### config.mk
export PLATFORM = sky130hd
export DESIGN_NAME = cap_top
export DESIGN_NICKNAME = d
export VERILOG_FILES = /design/src/rtl/cap_pkg.sv /design/src/rtl/cap_addr_decode.sv /design/src/rtl/cap_index_decode.sv /design/src/rtl/cap_write_shaper.sv /design/src/rtl/cap_top.sv
export SDC_FILE = /design/constraint.sdc
export NUM_CORES = 1
export LEC_CHECK = 0
export BUFFER_PORTS_ARGS = -buffer_cell sky130_fd_sc_hd__buf_4
export CORE_AREA = 10 10 114 116
export CTS_BUF_LIST = sky130_fd_sc_hd__clkbuf_2 sky130_fd_sc_hd__clkbuf_4 sky130_fd_sc_hd__clkbuf_8
export CTS_CLUSTER_SIZE = 30
export DETAILED_ROUTE_END_ITERATION = 10
export DIE_AREA = 0 0 124 126
export PLACE_DENSITY = 0.75
export SYNTH_ARGS = -nofsm -noshare
export SYNTH_HDL_FRONTEND = slang
export SYNTH_SLANG_ARGS = --single-unit
### constraint.sdc
create_clock -name clk -period 2.25 [get_ports clk]
set_input_delay 0.3375 -clock clk [delete_from_list [all_inputs] [get_ports clk]]
set_output_delay 0.3375 -clock clk [all_outputs]
set_load 0.05 [all_outputs]
### src/rtl/cap_pkg.sv
// Shared types and helpers for the counter access port.
package cap_pkg;

    // Request operations carried on req_op.
    typedef enum logic [1:0] {
        OP_RD_ADDR = 2'd0,
        OP_WR_ADDR = 2'd1,
        OP_RD_IDX  = 2'd2,
        OP_RSVD    = 2'd3
    } cap_op_e;

    // Address windows after decode.
    typedef enum logic [1:0] {
        WIN_NONE   = 2'd0,
        WIN_LEGACY = 2'd1,
        WIN_FULL   = 2'd2,
        WIN_FIXED  = 2'd3
    } cap_win_e;

    // Mask with the low w bits set; a shift of 64 yields all ones.
    function automatic logic [63:0] low_mask(int w);
        return (64'd1 << w) - 64'd1;
    endfunction

endpackage

### src/rtl/cap_addr_decode.sv
// Address decoder: splits an access address into window and counter number.
// Assumes the window number sits above WIN_SHIFT and the counter number below it.
module cap_addr_decode #(
    parameter int ADDR_W    = 12,
    parameter int WIN_SHIFT = 8,
    parameter int NUM_GP    = 4,
    parameter int NUM_FIX   = 3,
    parameter int IDX_W     = 2,
    parameter int LEG_WIN   = 1,
    parameter int FULL_WIN  = 2,
    parameter int FIX_WIN   = 3
) (
    input  logic [ADDR_W-1:0]   addr,
    output cap_pkg::cap_win_e   win,
    output logic                in_range,
    output logic [IDX_W-1:0]    idx
);
    localparam int WSEL_W = ADDR_W - WIN_SHIFT;
    localparam logic [WSEL_W-1:0]    LEG_SEL  = WSEL_W'(LEG_WIN);
    localparam logic [WSEL_W-1:0]    FULL_SEL = WSEL_W'(FULL_WIN);
    localparam logic [WSEL_W-1:0]    FIX_SEL  = WSEL_W'(FIX_WIN);
    localparam logic [WIN_SHIFT-1:0] GP_LIM   = WIN_SHIFT'(NUM_GP);
    localparam logic [WIN_SHIFT-1:0] FIX_LIM  = WIN_SHIFT'(NUM_FIX);

    logic [WSEL_W-1:0]    wsel;
    logic [WIN_SHIFT-1:0] num;

    assign wsel = addr[ADDR_W-1:WIN_SHIFT];
    assign num  = addr[WIN_SHIFT-1:0];
    assign idx  = num[IDX_W-1:0];

    // Window lookup and bank-size range check.
    always_comb begin
        win      = cap_pkg::WIN_NONE;
        in_range = 1'b0;
        if (wsel == LEG_SEL) begin
            win      = cap_pkg::WIN_LEGACY;
            in_range = num < GP_LIM;
        end else if (wsel == FULL_SEL) begin
            win      = cap_pkg::WIN_FULL;
            in_range = num < GP_LIM;
        end else if (wsel == FIX_SEL) begin
            win      = cap_pkg::WIN_FIXED;
            in_range = num < FIX_LIM;
        end
    end
endmodule

### src/rtl/cap_index_decode.sv
// Read-index decoder: bit 31 asks for a 32-bit read, bit 30 picks the fixed
// bank, bits [29:0] hold the counter number. Assumes a 32-bit index.
module cap_index_decode #(
    parameter int NUM_GP  = 4,
    parameter int NUM_FIX = 3,
    parameter int IDX_W   = 2
) (
    input  logic [31:0]      index,
    output logic             fast,
    output logic             fixed,
    output logic             in_range,
    output logic [IDX_W-1:0] idx
);
    localparam logic [29:0] GP_LIM  = 30'(NUM_GP);
    localparam logic [29:0] FIX_LIM = 30'(NUM_FIX);

    logic [29:0] num;

    assign num   = index[29:0];
    assign fast  = index[31];
    assign fixed = index[30];
    assign idx   = num[IDX_W-1:0];

    // Range check against the selected bank's count.
    always_comb begin
        in_range = fixed ? (num < FIX_LIM) : (num < GP_LIM);
    end
endmodule

### src/rtl/cap_write_shaper.sv
// Write shaper: turns raw write data into the value to store, for the window
// that was hit, and flags values wider than the target counter.
// Assumes widths between 1 and 64.
module cap_write_shaper #(
    parameter int GP_W  = 48,
    parameter int FIX_W = 48
) (
    input  cap_pkg::cap_win_e win,
    input  logic [63:0]       wdata,
    output logic [63:0]       value,
    output logic              over
);
    localparam logic [63:0] GP_MASK  = cap_pkg::low_mask(GP_W);
    localparam logic [63:0] FIX_MASK = cap_pkg::low_mask(FIX_W);

    logic [63:0] sext32;

    assign sext32 = {{32{wdata[31]}}, wdata[31:0]};

    // Per-window value shaping and over-width detection.
    always_comb begin
        value = '0;
        over  = 1'b0;
        unique case (win)
            cap_pkg::WIN_LEGACY: value = sext32 & GP_MASK;
            cap_pkg::WIN_FULL: begin
                value = wdata & GP_MASK;
                over  = |(wdata & ~GP_MASK);
            end
            cap_pkg::WIN_FIXED: begin
                value = wdata & FIX_MASK;
                over  = |(wdata & ~FIX_MASK);
            end
            default: ;
        endcase
    end
endmodule

### src/rtl/cap_top.sv
// Counter access port: decodes address and index accesses to a counter bank
// held outside the block, shapes write values, masks read data, and answers
// each request one cycle later with ack and, when illegal, fault.
// Assumes storage read data is valid in the cycle the read selector is driven.
module cap_top #(
    parameter int ADDR_W    = 12,
    parameter int WIN_SHIFT = 8,
    parameter int NUM_GP    = 4,
    parameter int NUM_FIX   = 3,
    parameter int GP_W      = 48,
    parameter int FIX_W     = 48,
    localparam int MAX_N    = (NUM_GP > NUM_FIX) ? NUM_GP : NUM_FIX,
    localparam int IDX_W    = (MAX_N > 1) ? $clog2(MAX_N) : 1
) (
    input  logic              clk,
    input  logic              rst_n,
    input  logic              req_valid,
    input  logic [1:0]        req_op,
    input  logic [ADDR_W-1:0] req_addr,
    input  logic [31:0]       req_index,
    input  logic [63:0]       req_wdata,
    output logic              rsp_ack,
    output logic              rsp_fault,
    output logic [63:0]       rsp_rdata,
    output logic              st_rd_fixed,
    output logic [IDX_W-1:0]  st_rd_idx,
    input  logic [63:0]       st_rd_data,
    output logic              st_wr_en,
    output logic              st_wr_fixed,
    output logic [IDX_W-1:0]  st_wr_idx,
    output logic [63:0]       st_wr_data
);
    import cap_pkg::*;

    localparam logic [63:0] GP_MASK  = low_mask(GP_W);
    localparam logic [63:0] FIX_MASK = low_mask(FIX_W);

    cap_op_e          op;
    cap_win_e         ad_win;
    logic             ad_ok;
    logic [IDX_W-1:0] ad_idx;
    logic             ix_fast, ix_fixed, ix_ok;
    logic [IDX_W-1:0] ix_idx;
    logic [63:0]      wr_value;
    logic             wr_over;
    logic [63:0]      rd_mask;
    logic             fault_c, wr_c;
    logic [63:0]      rdata_c;

    assign op = cap_op_e'(req_op);

    cap_addr_decode #(
        .ADDR_W(ADDR_W), .WIN_SHIFT(WIN_SHIFT), .NUM_GP(NUM_GP),
        .NUM_FIX(NUM_FIX), .IDX_W(IDX_W), .LEG_WIN(1), .FULL_WIN(2), .FIX_WIN(3)
    ) u_addr (
        .addr(req_addr), .win(ad_win), .in_range(ad_ok), .idx(ad_idx)
    );

    cap_index_decode #(
        .NUM_GP(NUM_GP), .NUM_FIX(NUM_FIX), .IDX_W(IDX_W)
    ) u_index (
        .index(req_index), .fast(ix_fast), .fixed(ix_fixed),
        .in_range(ix_ok), .idx(ix_idx)
    );

    cap_write_shaper #(
        .GP_W(GP_W), .FIX_W(FIX_W)
    ) u_shape (
        .win(ad_win), .wdata(req_wdata), .value(wr_value), .over(wr_over)
    );

    // Storage read selector: the index path for op 2, the address path otherwise.
    always_comb begin
        if (op == OP_RD_IDX) begin
            st_rd_fixed = ix_fixed;
            st_rd_idx   = ix_idx;
        end else begin
            st_rd_fixed = (ad_win == WIN_FIXED);
            st_rd_idx   = ad_idx;
        end
    end

    // Read mask: one shared mask when both banks have the same width.
    generate
        if (GP_W == FIX_W) begin : g_mask_shared
            assign rd_mask = GP_MASK;
        end else begin : g_mask_split
            assign rd_mask = st_rd_fixed ? FIX_MASK : GP_MASK;
        end
    endgenerate

    // Legality, write decision and read data for the current request.
    always_comb begin
        fault_c = 1'b0;
        wr_c    = 1'b0;
        rdata_c = '0;
        unique case (op)
            OP_RD_ADDR: begin
                fault_c = !ad_ok;
                rdata_c = st_rd_data & rd_mask;
            end
            OP_WR_ADDR: begin
                fault_c = !ad_ok || wr_over;
                wr_c    = !fault_c;
            end
            OP_RD_IDX: begin
                fault_c = !ix_ok;
                rdata_c = st_rd_data & rd_mask;
                if (ix_fast) rdata_c[63:32] = '0;
            end
            default: fault_c = 1'b1;
        endcase
        if (fault_c) rdata_c = '0;
    end

    // Response and write-strobe registers, one cycle after the request.
    always_ff @(posedge clk) begin
        if (!rst_n) begin
            rsp_ack     <= 1'b0;
            rsp_fault   <= 1'b0;
            rsp_rdata   <= '0;
            st_wr_en    <= 1'b0;
            st_wr_fixed <= 1'b0;
            st_wr_idx   <= '0;
            st_wr_data  <= '0;
        end else begin
            rsp_ack     <= req_valid;
            rsp_fault   <= req_valid && fault_c;
            rsp_rdata   <= req_valid ? rdata_c : '0;
            st_wr_en    <= req_valid && wr_c;
            st_wr_fixed <= (ad_win == WIN_FIXED);
            st_wr_idx   <= ad_idx;
            st_wr_data  <= wr_value;
        end
    end

    // a fault always rides on an acknowledge.
    a_r8_fault_with_ack: assert property (@(posedge clk) disable iff (!rst_n)
        rsp_fault |-> rsp_ack);

    // a faulting response carries zero data.
    a_r8_fault_zero_data: assert property (@(posedge clk) disable iff (!rst_n)
        rsp_fault |-> (rsp_rdata == 64'd0));

    // a faulting response never comes with a storage write.
    a_r8_fault_no_write: assert property (@(posedge clk) disable iff (!rst_n)
        rsp_fault |-> !st_wr_en);

    // each request is answered in the next cycle.
    a_r9_req_gets_ack: assert property (@(posedge clk) disable iff (!rst_n)
        req_valid |=> rsp_ack);

    // no acknowledge without a request in the cycle before.
    a_r9_ack_has_req: assert property (@(posedge clk) disable iff (!rst_n)
        rsp_ack |-> $past(req_valid));

    // no general-purpose write carries bits beyond the counter width.
    a_r3_no_wide_store: assert property (@(posedge clk) disable iff (!rst_n)
        (st_wr_en && !st_wr_fixed) |-> ((st_wr_data & ~GP_MASK) == 64'd0));

    // a fast index read returns zero in the upper half.
    a_r6_fast_upper_zero: assert property (@(posedge clk) disable iff (!rst_n)
        (rsp_ack && $past(req_op == 2'd2 && req_index[31])) |-> (rsp_rdata[63:32] == 32'd0));
endmodule

==> impl_results.md <==
* Final hold vios at 0
* Post-synthesis adder-cell area fraction at 0%
* RSZ-0062 raised after global routing: no
* Worst EP arrival at 2.19 ns
* Final Worst Setup Slack at 0.3101 ns
* Relative slew slack at 58.59%
* Core area at approximately 11,000 um^2
* Post-cts hold buffer count at 0
* Clk sinks at approximately 100
* Most frequent CP cell: buf_4
* DRC Markers at 0
* Worst Path Max Fanout at between 40 and 50
* Hold/Removal Path Class: in -> reg
* Peak VDD IR at 0.3763 mV
* Nets at 801
* Via/cell ratio at 4.414
* Share of post-route cells with drive strength above 1 at between 40% and 50%
* Crit path capture type: flop
* Synth Area in XOR/XNOR at 0%
* Largest area contributor in the netlist: dfxtp_1
* First-pass GRT wire length at ~20,000 um
* H-tree levels at 3
* Type of origin of the critical path: input pin
* Complex-gate fraction of the synthesized area at 11.55%
* Slew @ Worst Pin at 0.6211 ns
* Main combinational cell family by area after synthesis: simple AND/OR/NAND/NOR gates
* Delay of the slowest critical-path stage at 0.70 ns
* Overflow after GRT at 0
* Status: finished clean
* Fin crit period at a little under 2 ns
* Routed wire length at 13,820 um
* DR WL/cell at around 18 um
* Syn avg cell area at 9.502 um^2
* Num ports at 314
* Commonest non-fill, non-tap cells in the layout: buf_4 (273), dfxtp_1 (102), nand2_1 (68)
* Mux share of post-synthesis cell area at 0.6459%
* Initial DRC count at approximately 120
* Die area at 15,620 um^2
* Synth Area in Simple Gates at 18.44%
* ANT cells at 0
* Post-route ant nets at 0
* CP required at approximately 2.5 ns
* Post-Syn Instances at 367
* WS Path Type: in -> reg
* Area grow syn2layout at 63.26%
* Leakage at 2.752 nW
* Clock Tree Root: clkbuf_8
* Area share of the largest cell type after synthesis at 58.56%
* Gpl congestion at between 0.8 and 0.9
* Number of synthesized register bits at 102
* Max-slew violation count at 0
* Achievable Freq at 0.5155 GHz
* CTS tree: done
* Final worst path period share at 86.22%
* Largest net degree at the start of global routing at 50
* # Max-Cap Violations at 0
* Antenna violations before repair at 0
* Hold path depth at 3
* Initial Util at 32.60%
* Synth Cell Area at 3487 um^2
* Post-synthesis sequential area ratio at 58.56%
* HPWL after DPL at 11,350 um
* Most common cell after layout, fill and taps aside: buf_4
* Num CTS Buffers at 9
* PD cells at 610.8 nW/um^2
* GRT Resource Usage Total at 16.15%
* Largest cells by area after synthesis: dfxtp_1 (59%), a21oi_1 (7.8%), nand2_1 (7.3%)
* PortBufs at 265
* Post-placement setup slack at -0.1050 ns
* Count of warnings emitted by yosys at 0
* Die Ht at around 130 um
* Max clock buf depth at 2
* Die Wd at roughly 120 um
* CTS resizes at 0
* CTS clk-pin slew, worst paths at about 0.1 ns
* Vias at 3,394
* Yosys cell types at 30
* CP max stage cell: or4_2
* # rows at 38
* Drt first pass iters at 4
* Final setup viols at 0
* Critical-path cell list: buf_4 > nor4_1 > buf_4 > nand4_1 > or4_2 > buf_12 > and3_1
* Layout Utilization at between 50% and 60%
* Vias in the first global route at 3,538
* Postcts setup bufs at 0
[registers in the layout, indices dropped and copies added (netlist names)]
| signal | flops |
|---|---|
| rsp_ack | 1 |
| st_wr_data | 48 |
| rsp_fault | 1 |
| st_wr_fixed | 1 |
| st_wr_en | 1 |
| rsp_rdata | 48 |
| st_wr_idx | 2 |
[cell usage after synthesis, drive strengths merged]
| master | n |
|---|---|
| o21a | 1 |
| and3 | 34 |
| nor3 | 1 |
| and2 | 3 |
| or4 | 2 |
| nand2 | 68 |
| a21oi | 64 |
| nor2 | 1 |
| or2 | 1 |
| nor4 | 11 |
| nand2b | 1 |
| nand4b | 1 |
| clkbuf | 21 |
| a311o | 1 |
| inv | 2 |
| o211ai | 1 |
| a21boi | 1 |
| and3b | 1 |
| nand4 | 3 |
| o21ai | 1 |
| mux2 | 2 |
| buf | 39 |
| a211oi | 1 |
| nand3 | 3 |
| dfxtp | 102 |
| conb | 1 |
[worst paths after layout]
path	end	slack (ns)	from
max	rsp_fault	0.31	req_index[21]
min	rsp_rdata[22]	0.20	st_rd_data[22]
[critical path, delay by kind of cell]
kind	cells	cell delay, ns
buf+inv	3	0.49
simple gates	4	1.33
[final cells by class]
cell class	instances	area [um^2]
fillers	978	5005
repair buffers	275	2090
flip-flops and latches	102	2042
multi-input cells	234	1190
well taps	140	175.2
clock buffers	11	145.1
clock inverters	5	43.79
inverters	2	7.507
[power by group]
group / leakage, nW / internal, mW / switching [mW] / total, mW
registers: 0.825 / 1.82 / 0.00523 / 1.83
logic: 1.84 / 0.235 / 0.313 / 0.548
clock network: 0.0911 / 0.458 / 0.643 / 1.10
total: 2.75 / 2.52 / 0.962 / 3.48
[kinds of logic (layout without fill, tap and decap cells)]
group                  Yosys count  in the layout
other                            1             32
and+or+nand+nor                130            130
muxes                            2              2
DFF                            102            102
AOI/OAI and AO/OA               70             70
buffers and inverters           62            293
[per-layer routing]
layer	global-route usage (%)	wire length (um)	vias to the layer above
li1	-	-	1678
met1	15.60	4746	1513
met2	30.37	7290	195
met3	6.792	1634	8
met4	4.201	145	0
met5	0	0	-
[metrics by stage]
stage / hold slack [ns] / instance area [um^2] / total power [mW] / instances / TNS (ns)
finish: 0.1950 / 5693 / 3.477 / 769 / 0
global route: 0.1658 / 5693 / 3.624 / 769 / 0
CTS: 0.1679 / 5693 / 3.519 / 769 / 0
detailed placement: 0.5664 / 5504 / 2.418 / 753 / -1.508
global placement: 0.5618 / 5504 / 2.411 / 753 / -0.5669
floorplan: 0.4536 / 3603 / 2.181 / 398 / 0
No activity file was read; power rests on OpenSTA's default activity.
